## src/rtl/acc_alu_pkg.sv

```systemverilog
package acc_alu_pkg;
  localparam int OPW = 5;

  typedef enum logic [OPW-1:0] {
    OP_ADD  = 5'd0,
    OP_ADDC = 5'd1,
    OP_SUBB = 5'd2,
    OP_INC  = 5'd3,
    OP_DEC  = 5'd4,
    OP_AND  = 5'd5,
    OP_OR   = 5'd6,
    OP_XOR  = 5'd7,
    OP_CLR  = 5'd8,
    OP_CPL  = 5'd9,
    OP_SWAP = 5'd10,
    OP_RL   = 5'd11,
    OP_RLC  = 5'd12,
    OP_RR   = 5'd13,
    OP_RRC  = 5'd14,
    OP_DA   = 5'd15,
    OP_MUL  = 5'd16,
    OP_DIV  = 5'd17,
    OP_CMP  = 5'd18
  } alu_op_e;
endpackage

```

## src/rtl/alu_addsub.sv

```systemverilog
module alu_addsub #(
  parameter int W = 8
) (
  input  logic [W-1:0] a,
  input  logic [W-1:0] b,
  input  logic         cin,
  input  logic         sub,
  output logic [W-1:0] sum,
  output logic         cy,
  output logic         ac,
  output logic         ov
);
  localparam int NIB = W / 2;

  logic [W-1:0]   b_eff;
  logic           c_eff;
  logic [W:0]     full;
  logic [NIB:0]   low;

  // subtraction as a + ~b + ~borrow; carry out then means "no borrow"
  always_comb begin
    b_eff = sub ? ~b : b;
    c_eff = sub ? ~cin : cin;
    full  = {1'b0, a} + {1'b0, b_eff} + {{W{1'b0}}, c_eff};
    low   = {1'b0, a[NIB-1:0]} + {1'b0, b_eff[NIB-1:0]} + {{NIB{1'b0}}, c_eff};
    sum   = full[W-1:0];
    cy    = sub ? ~full[W] : full[W];
    ac    = sub ? ~low[NIB] : low[NIB];
    ov    = (a[W-1] == b_eff[W-1]) && (full[W-1] != a[W-1]);
  end
endmodule

```

## src/rtl/alu_shift_logic.sv

```systemverilog
module alu_shift_logic
  import acc_alu_pkg::*;
#(
  parameter int W = 8
) (
  input  alu_op_e      op,
  input  logic [W-1:0] a,
  input  logic [W-1:0] b,
  input  logic         cin,
  output logic [W-1:0] res,
  output logic         cy
);
  localparam int NIB = W / 2;

  always_comb begin
    res = a;
    cy  = cin;
    case (op)
      OP_AND:  res = a & b;
      OP_OR:   res = a | b;
      OP_XOR:  res = a ^ b;
      OP_CLR:  res = '0;
      OP_CPL:  res = ~a;
      OP_SWAP: res = {a[NIB-1:0], a[W-1:NIB]};
      OP_RL:   res = {a[W-2:0], a[W-1]};
      OP_RLC: begin
        res = {a[W-2:0], cin};
        cy  = a[W-1];
      end
      OP_RR:   res = {a[0], a[W-1:1]};
      OP_RRC: begin
        res = {cin, a[W-1:1]};
        cy  = a[0];
      end
      default: ;
    endcase
  end
endmodule

```

## src/rtl/alu_decadj.sv

```systemverilog
module alu_decadj #(
  parameter int W = 8
) (
  input  logic [W-1:0] a,
  input  logic         cin,
  input  logic         acin,
  output logic [W-1:0] res,
  output logic         cy
);
  localparam int           NIB    = W / 2;
  localparam logic [W:0]   LO_ADJ = (W+1)'(6);
  localparam logic [W:0]   HI_ADJ = LO_ADJ << NIB;
  localparam logic [NIB-1:0] DMAX = NIB'(9);

  logic         lo_fix, hi_fix;
  logic [W:0]   step1, step2;

  always_comb begin
    lo_fix = acin || (a[NIB-1:0] > DMAX);
    step1  = {1'b0, a} + (lo_fix ? LO_ADJ : '0);
    hi_fix = cin || step1[W] || (step1[W-1:NIB] > DMAX);
    step2  = {1'b0, step1[W-1:0]} + (hi_fix ? HI_ADJ : '0);
    res    = step2[W-1:0];
    cy     = hi_fix || step2[W] || cin;
  end
endmodule

```

## src/rtl/alu_muldiv.sv

```systemverilog
module alu_muldiv #(
  parameter int W = 8
) (
  input  logic [W-1:0] a,
  input  logic [W-1:0] b,
  output logic [W-1:0] prod_lo,
  output logic [W-1:0] prod_hi,
  output logic [W-1:0] quot,
  output logic [W-1:0] rem,
  output logic         div_zero
);
  logic [2*W-1:0] prod;
  logic [W-1:0]   part [0:W];

  assign prod     = {{W{1'b0}}, a} * {{W{1'b0}}, b};
  assign prod_lo  = prod[W-1:0];
  assign prod_hi  = prod[2*W-1:W];
  assign div_zero = (b == '0);
  assign part[0]  = '0;

  // restoring divider, one stage per quotient bit, MSB first
  for (genvar i = 0; i < W; i++) begin : g_div
    logic [W:0] shifted;
    logic       fits;
    assign shifted = {part[i], a[W-1-i]};
    assign fits    = (shifted >= {1'b0, b});
    assign part[i+1] = fits ? W'(shifted - {1'b0, b}) : shifted[W-1:0];
    assign quot[W-1-i] = fits;
  end

  assign rem = part[W];
endmodule

```

## src/rtl/acc_alu.sv

```systemverilog
module acc_alu
  import acc_alu_pkg::*;
#(
  parameter int W = 8
) (
  input  logic         clk,
  input  logic         rst,
  input  logic         op_valid,
  input  logic [4:0]   op_code,
  input  logic [W-1:0] acc_in,
  input  logic [W-1:0] opb_in,
  input  logic         cy_in,
  input  logic         ac_in,
  output logic         res_valid,
  output logic [W-1:0] res_acc,
  output logic [W-1:0] res_b,
  output logic         cy_out,
  output logic         ac_out,
  output logic         ov_out,
  output logic         zero_out,
  output logic         ne_out
);
  alu_op_e      op;
  logic         as_sub, as_cin, as_cy, as_ac, as_ov;
  logic [W-1:0] as_sum;
  logic [W-1:0] sl_res;
  logic         sl_cy;
  logic [W-1:0] da_res;
  logic         da_cy;
  logic [W-1:0] md_lo, md_hi, md_q, md_r;
  logic         md_dz;

  logic [W-1:0] n_acc, n_b;
  logic         n_cy, n_ac, n_ov, n_ne;

  assign op     = alu_op_e'(op_code);
  assign as_sub = (op == OP_SUBB) || (op == OP_CMP);
  assign as_cin = ((op == OP_ADDC) || (op == OP_SUBB)) ? cy_in : 1'b0;

  alu_addsub #(.W(W)) u_addsub (
    .a(acc_in), .b(opb_in), .cin(as_cin), .sub(as_sub),
    .sum(as_sum), .cy(as_cy), .ac(as_ac), .ov(as_ov)
  );

  alu_shift_logic #(.W(W)) u_shl (
    .op(op), .a(acc_in), .b(opb_in), .cin(cy_in),
    .res(sl_res), .cy(sl_cy)
  );

  alu_decadj #(.W(W)) u_da (
    .a(acc_in), .cin(cy_in), .acin(ac_in),
    .res(da_res), .cy(da_cy)
  );

  alu_muldiv #(.W(W)) u_md (
    .a(acc_in), .b(opb_in),
    .prod_lo(md_lo), .prod_hi(md_hi), .quot(md_q), .rem(md_r), .div_zero(md_dz)
  );

  always_comb begin
    n_acc = acc_in;
    n_b   = opb_in;
    n_cy  = cy_in;
    n_ac  = ac_in;
    n_ov  = 1'b0;
    n_ne  = 1'b0;
    case (op)
      OP_ADD, OP_ADDC, OP_SUBB: begin
        n_acc = as_sum;
        n_cy  = as_cy;
        n_ac  = as_ac;
        n_ov  = as_ov;
      end
      OP_INC: n_acc = acc_in + W'(1);
      OP_DEC: n_acc = acc_in - W'(1);
      OP_AND, OP_OR, OP_XOR, OP_CLR, OP_CPL,
      OP_SWAP, OP_RL, OP_RLC, OP_RR, OP_RRC: begin
        n_acc = sl_res;
        n_cy  = sl_cy;
      end
      OP_DA: begin
        n_acc = da_res;
        n_cy  = da_cy;
      end
      OP_MUL: begin
        n_acc = md_lo;
        n_b   = md_hi;
        n_cy  = 1'b0;
        n_ov  = |md_hi;
      end
      OP_DIV: begin
        n_cy = 1'b0;
        if (md_dz) begin
          n_ov = 1'b1;
        end else begin
          n_acc = md_q;
          n_b   = md_r;
        end
      end
      OP_CMP: begin
        n_cy = as_cy;
        n_ne = (acc_in != opb_in);
      end
      default: ;
    endcase
  end

  always_ff @(posedge clk) begin
    if (rst) begin
      res_valid <= 1'b0;
      res_acc   <= '0;
      res_b     <= '0;
      cy_out    <= 1'b0;
      ac_out    <= 1'b0;
      ov_out    <= 1'b0;
      zero_out  <= 1'b0;
      ne_out    <= 1'b0;
    end else begin
      res_valid <= op_valid;
      if (op_valid) begin
        res_acc  <= n_acc;
        res_b    <= n_b;
        cy_out   <= n_cy;
        ac_out   <= n_ac;
        ov_out   <= n_ov;
        zero_out <= (n_acc == '0);
        ne_out   <= n_ne;
      end
    end
  end
endmodule

```

## config.mk

```make
export PLATFORM = sky130hd
export DESIGN_NAME = acc_alu
export DESIGN_NICKNAME = d
export VERILOG_FILES = /design/src/rtl/acc_alu_pkg.sv /design/src/rtl/alu_addsub.sv /design/src/rtl/alu_shift_logic.sv /design/src/rtl/alu_decadj.sv /design/src/rtl/alu_muldiv.sv /design/src/rtl/acc_alu.sv
export SDC_FILE = /design/constraint.sdc
export NUM_CORES = 1
export LEC_CHECK = 0
export BUFFER_PORTS_ARGS = -buffer_cell sky130_fd_sc_hd__buf_2
export CAP_MARGIN = 10
export CELL_PAD_IN_SITES_DETAIL_PLACEMENT = 0
export CELL_PAD_IN_SITES_GLOBAL_PLACEMENT = 1
export CORE_ASPECT_RATIO = 1.1
export CORE_MARGIN = 4
export CORE_UTILIZATION = 48
export DETAILED_ROUTE_END_ITERATION = 12
export PLACE_DENSITY_LB_ADDON = 0.05
export SLEW_MARGIN = 10
export SYNTH_ARGS = -nofsm -noshare
export SYNTH_HDL_FRONTEND = slang
export SYNTH_SLANG_ARGS = --single-unit
```

## constraint.sdc

```tcl
create_clock -name clk -period 21.2 [get_ports clk]
set_input_delay 3.18 -clock clk [delete_from_list [all_inputs] [get_ports clk]]
set_output_delay 3.18 -clock clk [all_outputs]
set_load 0.05 [all_outputs]
```

# After elaboration in Yosys (flattened, before gate mapping)
# Cells that the tools add are included.
# word_totals
out_inout_bits	22
in_bits	26
reg_bits	22
wordCells	106
# op_classes
bitwise	8
n_reduce_logical	16
n_mux	26
eq_ne	21
order_cmp	10
n_addsub	16
n_mul	1
# op_table
cell	n
$mux 8	11
$pmux 8 s10	1
$ge 9x8->1	7
$pmux 8 s7	1
$sub 8x8->8	7
$eq 5x4->1 const B	8
$eq 5x3->1 const B	4
$add 8x9->9	2
$logic_not 8->1	2
$mul 8x8->16	1
$not 8->8	2
$pmux 8 s2	1
$eq 5x5->1 const B	3
$eq 5x2->1 const B	2
$reduce_or 10->1	1
$add 8x8->9	1
$add 9x1->9	1
$add 8x1->8 const B	1
$and 8x8->8	1
$ge 1x8->1	1
$gt 4x4->1 const B	2
$ne 8x8->1	1
$or 8x8->8	1
$reduce_or 8->1	1
21 further kinds	35

# Depth between registers and ports, before layout
# depth
depth_word	18
depth_mapped	81
depth_no_buf	76

# Cells and area by module
# A second synthesis with hierarchy kept.
# hier_totals
cells_unflattened	1175
hier_area_um2	9171.3
# modules_own_cells
module	area_per_inst_um2	n_inst	seq_area_each_um2	cells_each
alu_muldiv	5441.5	1	0.0	702
acc_alu	2019.4	1	440.4	257
alu_shift_logic	1011.0	1	0.0	132
alu_addsub	424.2	1	0.0	50
alu_decadj	275.3	1	0.0	34

# Least setup slack after synthesis
# No wires, ideal clock.
# synth_timing
path_type	input-to-reg
start	in opb_in[1]
end	reg res_b[5]
arrival_time_ns	18.936
required_ns	21.085
stages	75
path_slack_ns	2.148
setup_time_ns	0.115
cell_sequence	buf_2 -> clkinv_1 -> ha_1 -> o211ai_1 -> nor2_1 -> a21oi_1 -> inv_1 -> ha_1 -> nand3b_1 -> a21oi_1 -> o21ai_0 -> nand2_1 -> o21ai_0 -> inv_1 -> ha_1 -> nor2b_1 -> o21a_1 -> o221a_2 -> [... 39 more ...] -> o21bai_1 -> a211oi_1 -> a21oi_1 -> mux2_2 -> inv_1 -> ha_1 -> nor2b_1 -> o21ai_0 -> a21oi_1 -> o21ai_0 -> a21boi_0 -> o21ai_0 -> nand2b_1 -> o22a_1 -> a2111o_1 -> buf_6 -> a41o_1 -> a31o_1
# synth_via
elab_chain_cells	18
# synth_lines
element	line	source
from (decl)	acc_alu.sv:11	input logic [W-1:0] opb_in,
$sub 1x8->8 / $ge 1x8->1 (equally long branches)	alu_muldiv.sv:27, alu_muldiv.sv:26	
$mux 8	alu_muldiv.sv:27	assign part[i+1] = fits ? W'(shifted - {1'b0, b}) : shifted[W-1:0];
$sub 8x8->8 / $ge 9x8->1 (equally long branches)	alu_muldiv.sv:27, alu_muldiv.sv:26	
$mux 8	alu_muldiv.sv:27	
$sub 8x8->8 / $ge 9x8->1 (equally long branches)	alu_muldiv.sv:27, alu_muldiv.sv:26	
$mux 8	alu_muldiv.sv:27	
$sub 8x8->8 / $ge 9x8->1 (equally long branches)	alu_muldiv.sv:27, alu_muldiv.sv:26	
$mux 8	alu_muldiv.sv:27	
[... 2 more ...]	--	
$sub 8x8->8 / $ge 9x8->1 (equally long branches)	alu_muldiv.sv:27, alu_muldiv.sv:26	
$mux 8	alu_muldiv.sv:27	
$sub 8x8->8 / $ge 9x8->1 (equally long branches)	alu_muldiv.sv:27, alu_muldiv.sv:26	
$mux 8	alu_muldiv.sv:27	
$ge 9x8->1 / $sub 8x8->8 (equally long branches)	alu_muldiv.sv:26, alu_muldiv.sv:27	
$mux 8	alu_muldiv.sv:27	
$mux 8	acc_alu.sv:93	if (md_dz) begin
$pmux 8 s2 *	acc_alu.sv:67	case (op)
to (signal assigned)	acc_alu.sv:122	res_b <= n_b;
to (decl)	acc_alu.sv:16	output logic [W-1:0] res_b,
# Mark *: on every way between the ends. The rest lies on a longest branch, timed or not.
# A chain may end at the register's enable or synchronous reset.

# Worst setup path in the final report
# layout_timing
start	in acc_in[7]
end	reg res_b[3]
# layout_via
elab_chain_cells	18
# layout_lines
element	line	source
from (decl)	acc_alu.sv:10	input logic [W-1:0] acc_in,
$sub 1x8->8 / $ge 1x8->1 (equally long branches)	alu_muldiv.sv:27, alu_muldiv.sv:26	
$mux 8	alu_muldiv.sv:27	
$sub 8x8->8 / $ge 9x8->1 (equally long branches)	alu_muldiv.sv:27, alu_muldiv.sv:26	
$mux 8	alu_muldiv.sv:27	
$sub 8x8->8 / $ge 9x8->1 (equally long branches)	alu_muldiv.sv:27, alu_muldiv.sv:26	
$mux 8	alu_muldiv.sv:27	
$sub 8x8->8 / $ge 9x8->1 (equally long branches)	alu_muldiv.sv:27, alu_muldiv.sv:26	
$mux 8	alu_muldiv.sv:27	
[... 2 more ...]	--	
$sub 8x8->8 / $ge 9x8->1 (equally long branches)	alu_muldiv.sv:27, alu_muldiv.sv:26	
$mux 8	alu_muldiv.sv:27	
$sub 8x8->8 / $ge 9x8->1 (equally long branches)	alu_muldiv.sv:27, alu_muldiv.sv:26	
$mux 8	alu_muldiv.sv:27	
$ge 9x8->1 / $sub 8x8->8 (equally long branches)	alu_muldiv.sv:26, alu_muldiv.sv:27	
$mux 8	alu_muldiv.sv:27	
$mux 8	acc_alu.sv:93	
$pmux 8 s2 *	acc_alu.sv:67	
# Marks and branches as above.

==> impl_metrics.py <==
metrics = {
    "run_status": {
        "status": "finished clean",
    },
    "timing": {
        "whs_ns": 0.471,
        "fmax_mhz": 50.0,
        "min_period_ns": 19.99,
        "clock_skew_ns": 0,
        "period_share_pct": 94.3,
        "relSlewSlack_pct": 24.0,
        "setup_viol": 0,
        "fin_ws_ns": 1.21,
        "finalMaxSlewViolations": 0,
        "fin_tns_setup_ns": 0,
        "worst_slew_pin_slew_ns": 1.14,
        "hold_violations": 0,
    },
    "place": {
        "gp_congestion": 0.913,
        "dp.cells": 1369,
        "hpwl_mm": 22.9,
        "pre_cts_slack_ns": 0.113,
        "port_buffers": 47,
    },
    "route": {
        "drtIter0Drc": 800,
        "drc": 0,
        "via_per_inst": 6.24,
        "ant_nets": 0,
        "wl_mm": 29.2,
        "vias": 8606,
        "post_drt_wl_per_cell_um": 21.1,
        "dr.pass1.iters": 5,
    },
    "synth": {
        "ys.flop_type": "dfxtp_1",
        "synth_nets": 1319,
        "synth.most_common_cell": "ha_1",
        "yosysTopAreaCellShare_pct": 19.7,
        "synth_compound_area_share_pct": 24.4,
        "ys_seq_area_share_pct": 5.17,
        "synth-edff-count": 0,
        "synthXorXnorAreaFrac_pct": 6.47,
        "synth_cell_types": 77,
        "syn_area_um2": 8530,
        "muxShareOfSynthArea_pct": 5.36,
        "synth_top_family_by_area": "adder cells",
        "synth_commonest_cells": "ha_1 (134), inv_1 (101), nor2_1 (100), nand2_1 (99), a21oi_1 (64)",
        "netlist_instances": 1111,
        "synth_area_leaders": "ha_1 (20%), fa_1 (11%), dfxtp_1 (5.2%)",
        "synth_adder_area_share_pct": 30.9,
        "synth.avg_cell_area_um2": 7.67,
        "yosys.area_share.simple_pct": 20.9,
        "ys_async_sr_fraction_pct": 0,
        "synth_largest_area_cell": "ha_1",
        "yosys_warnings": 0,
        "synth_seq_cells": 22,
    },
    "floorplanning": {
        "die_w_um": 135,
        "placementRows": 50,
        "die_area_um2": 20000,
        "ios": 48,
        "floorplan.core_area_um2": 17200,
        "initial_core_util_pct": 49.6,
        "dieHeight_um": 148,
    },
    "clock_tree": {
        "cts_tree": "done",
        "clk_pin_slew_ns": 0.06,
        "cts_sinks": 22,
        "cts_buffers": 3,
        "ctsLongestPathBuffers": 2,
        "clk_latency_ns": 0.26,
        "h-tree-depth": 1,
        "cts-root-buf": "clkbuf_16",
        "hold_buffers": 0,
    },
    "layout": {
        "antenna_cells": 0,
        "seqCellArea_um2": 440,
        "syn2layout_area_growth_pct": 7.16,
        "drive_above_1_share_pct": 10.4,
        "nFillCells": 1739,
        "nNetsFinal": 1355,
        "multi_input_area_um2": 7500,
        "final-instance-count-excl-fill": 1380,
    },
    "global_route": {
        "grt_max_degree": 33,
        "grt_antenna_before_repair": 0,
        "grt.overflow.total": 0,
        "grt_pass1_wl_mm": 45.7,
        "grt_usage_pct": 28.7,
        "grt_pass1_vias": 8095,
    },
    "critical_path": {
        "crit_required_ns": 21.38,
        "crit_slowest_cell": "or3_1",
        "critPathLaunchType": "primary input",
        "crit_top_cell": "a21oi_1",
        "critPathMaxStageDelay_ns": 0.53,
        "critPathArrivalTime_ns": 20.17,
        "critPathKind": "in2reg",
        "crit_path_end_kind": "flip-flop",
        "cp_max_fo": 14,
    },
    "power_and_ir_drop": {
        "ir_worst_vdd_mv": 0.127,
        "p_per_area_nw_per_um2": 91.6,
        "leakagePower_uw": 0.00436,
        "p_total_uw": 837,
    },
    "hold_path": {
        "hold_path_class": "reg2reg",
    },
    "flow_run": {
        "cap_violations": 0,
    },
}
==> placed cells by master, fill, tap and decap left out, types with 24 or more instances in the layout <==
master / n
a21oi_1: 64
buf_2: 47
fa_1: 48
ha_1: 134
inv_1: 100
nand2_1: 99
nand3_1: 24
nor2_1: 99
nor3_1: 30
o21ai_0: 50
xnor2_1: 41
==> metal layers <==
metal  GRT usage, %  vias to the layer above  part of all wire, %
met4           7.96                        0                  3.2
li1               -                     4096                    -
met2           49.9                      326                   49
met3           2.01                       65                  5.8
met5              0                        -                    0
met1           38.3                     4119                   42
==> sequential cells by signal, indices dropped and copies added, names as in the netlist <==
name and count:
ac_out 1, zero_out 1, res_acc 8, ne_out 1, ov_out 1, cy_out 1, res_b 8, res_valid 1
==> logic make-up after synthesis <==
kind of cell | Yosys count
AND/OR/NAND/NOR | 363
adder cells (fa/ha/maj) | 182
multiplexers | 42
buffers and inverters | 146
XOR/XNOR | 63
AO/OA/AOI/OAI | 293
flip-flops | 22
==> repair_timing <==
item,in CTS,in global routing
setup endpoints to repair,0,10
buffers inserted,0,7
resized for setup,0,5
==> power breakdown <==
group / internal, µW / total, µW / switching (µW) / leakage [µW]
clock network: 28.8 / 44.9 / 16.0 / 0.0000442
registers: 45.1 / 47.2 / 2.11 / 0.000182
logic: 297 / 745 / 448 / 0.00414
total: 371 / 837 / 466 / 0.00436
==> final cells by class <==
class | instances | share of cell area, %
clock buffer | 4 | 0.972
inverter | 108 | 4.48
timing repair buffer | 69 | 4.38
sequential | 22 | 4.82
tap | 234 | 3.20
multi-input combinational | 943 | 82.1
==> worst paths after layout <==
path / from / end / slack [ns] / cells after the start
worst max-delay path: acc_in[7] / res_b[3] / 1.21 / 73
worst min-delay path: ne_out / ne_out / 0.47 / 2
worst max register to register: res_b[2] / res_b[2] / 19.96 / 5
worst min register to register: ne_out / ne_out / 0.47 / 2
==> stage by stage <==
stage,util (%),cell area (µm²)
3_5_place_dp,52.2,8990
6_report,53.1,9140
2_1_floorplan,-,8530
5_1_grt,53.1,9140
4_1_cts,52.8,9080
3_3_place_gp,52.2,8990
==> worst max-delay path: cells and delay by family <==
kind	cells	cell delay (ns)
fa+ha+maj	8	2.46
simple gates	17	3.72
compound gates	33	7.31
mux	7	2.33
buf+inv	8	1.16
No activity file was read; power rests on OpenSTA's default activity.
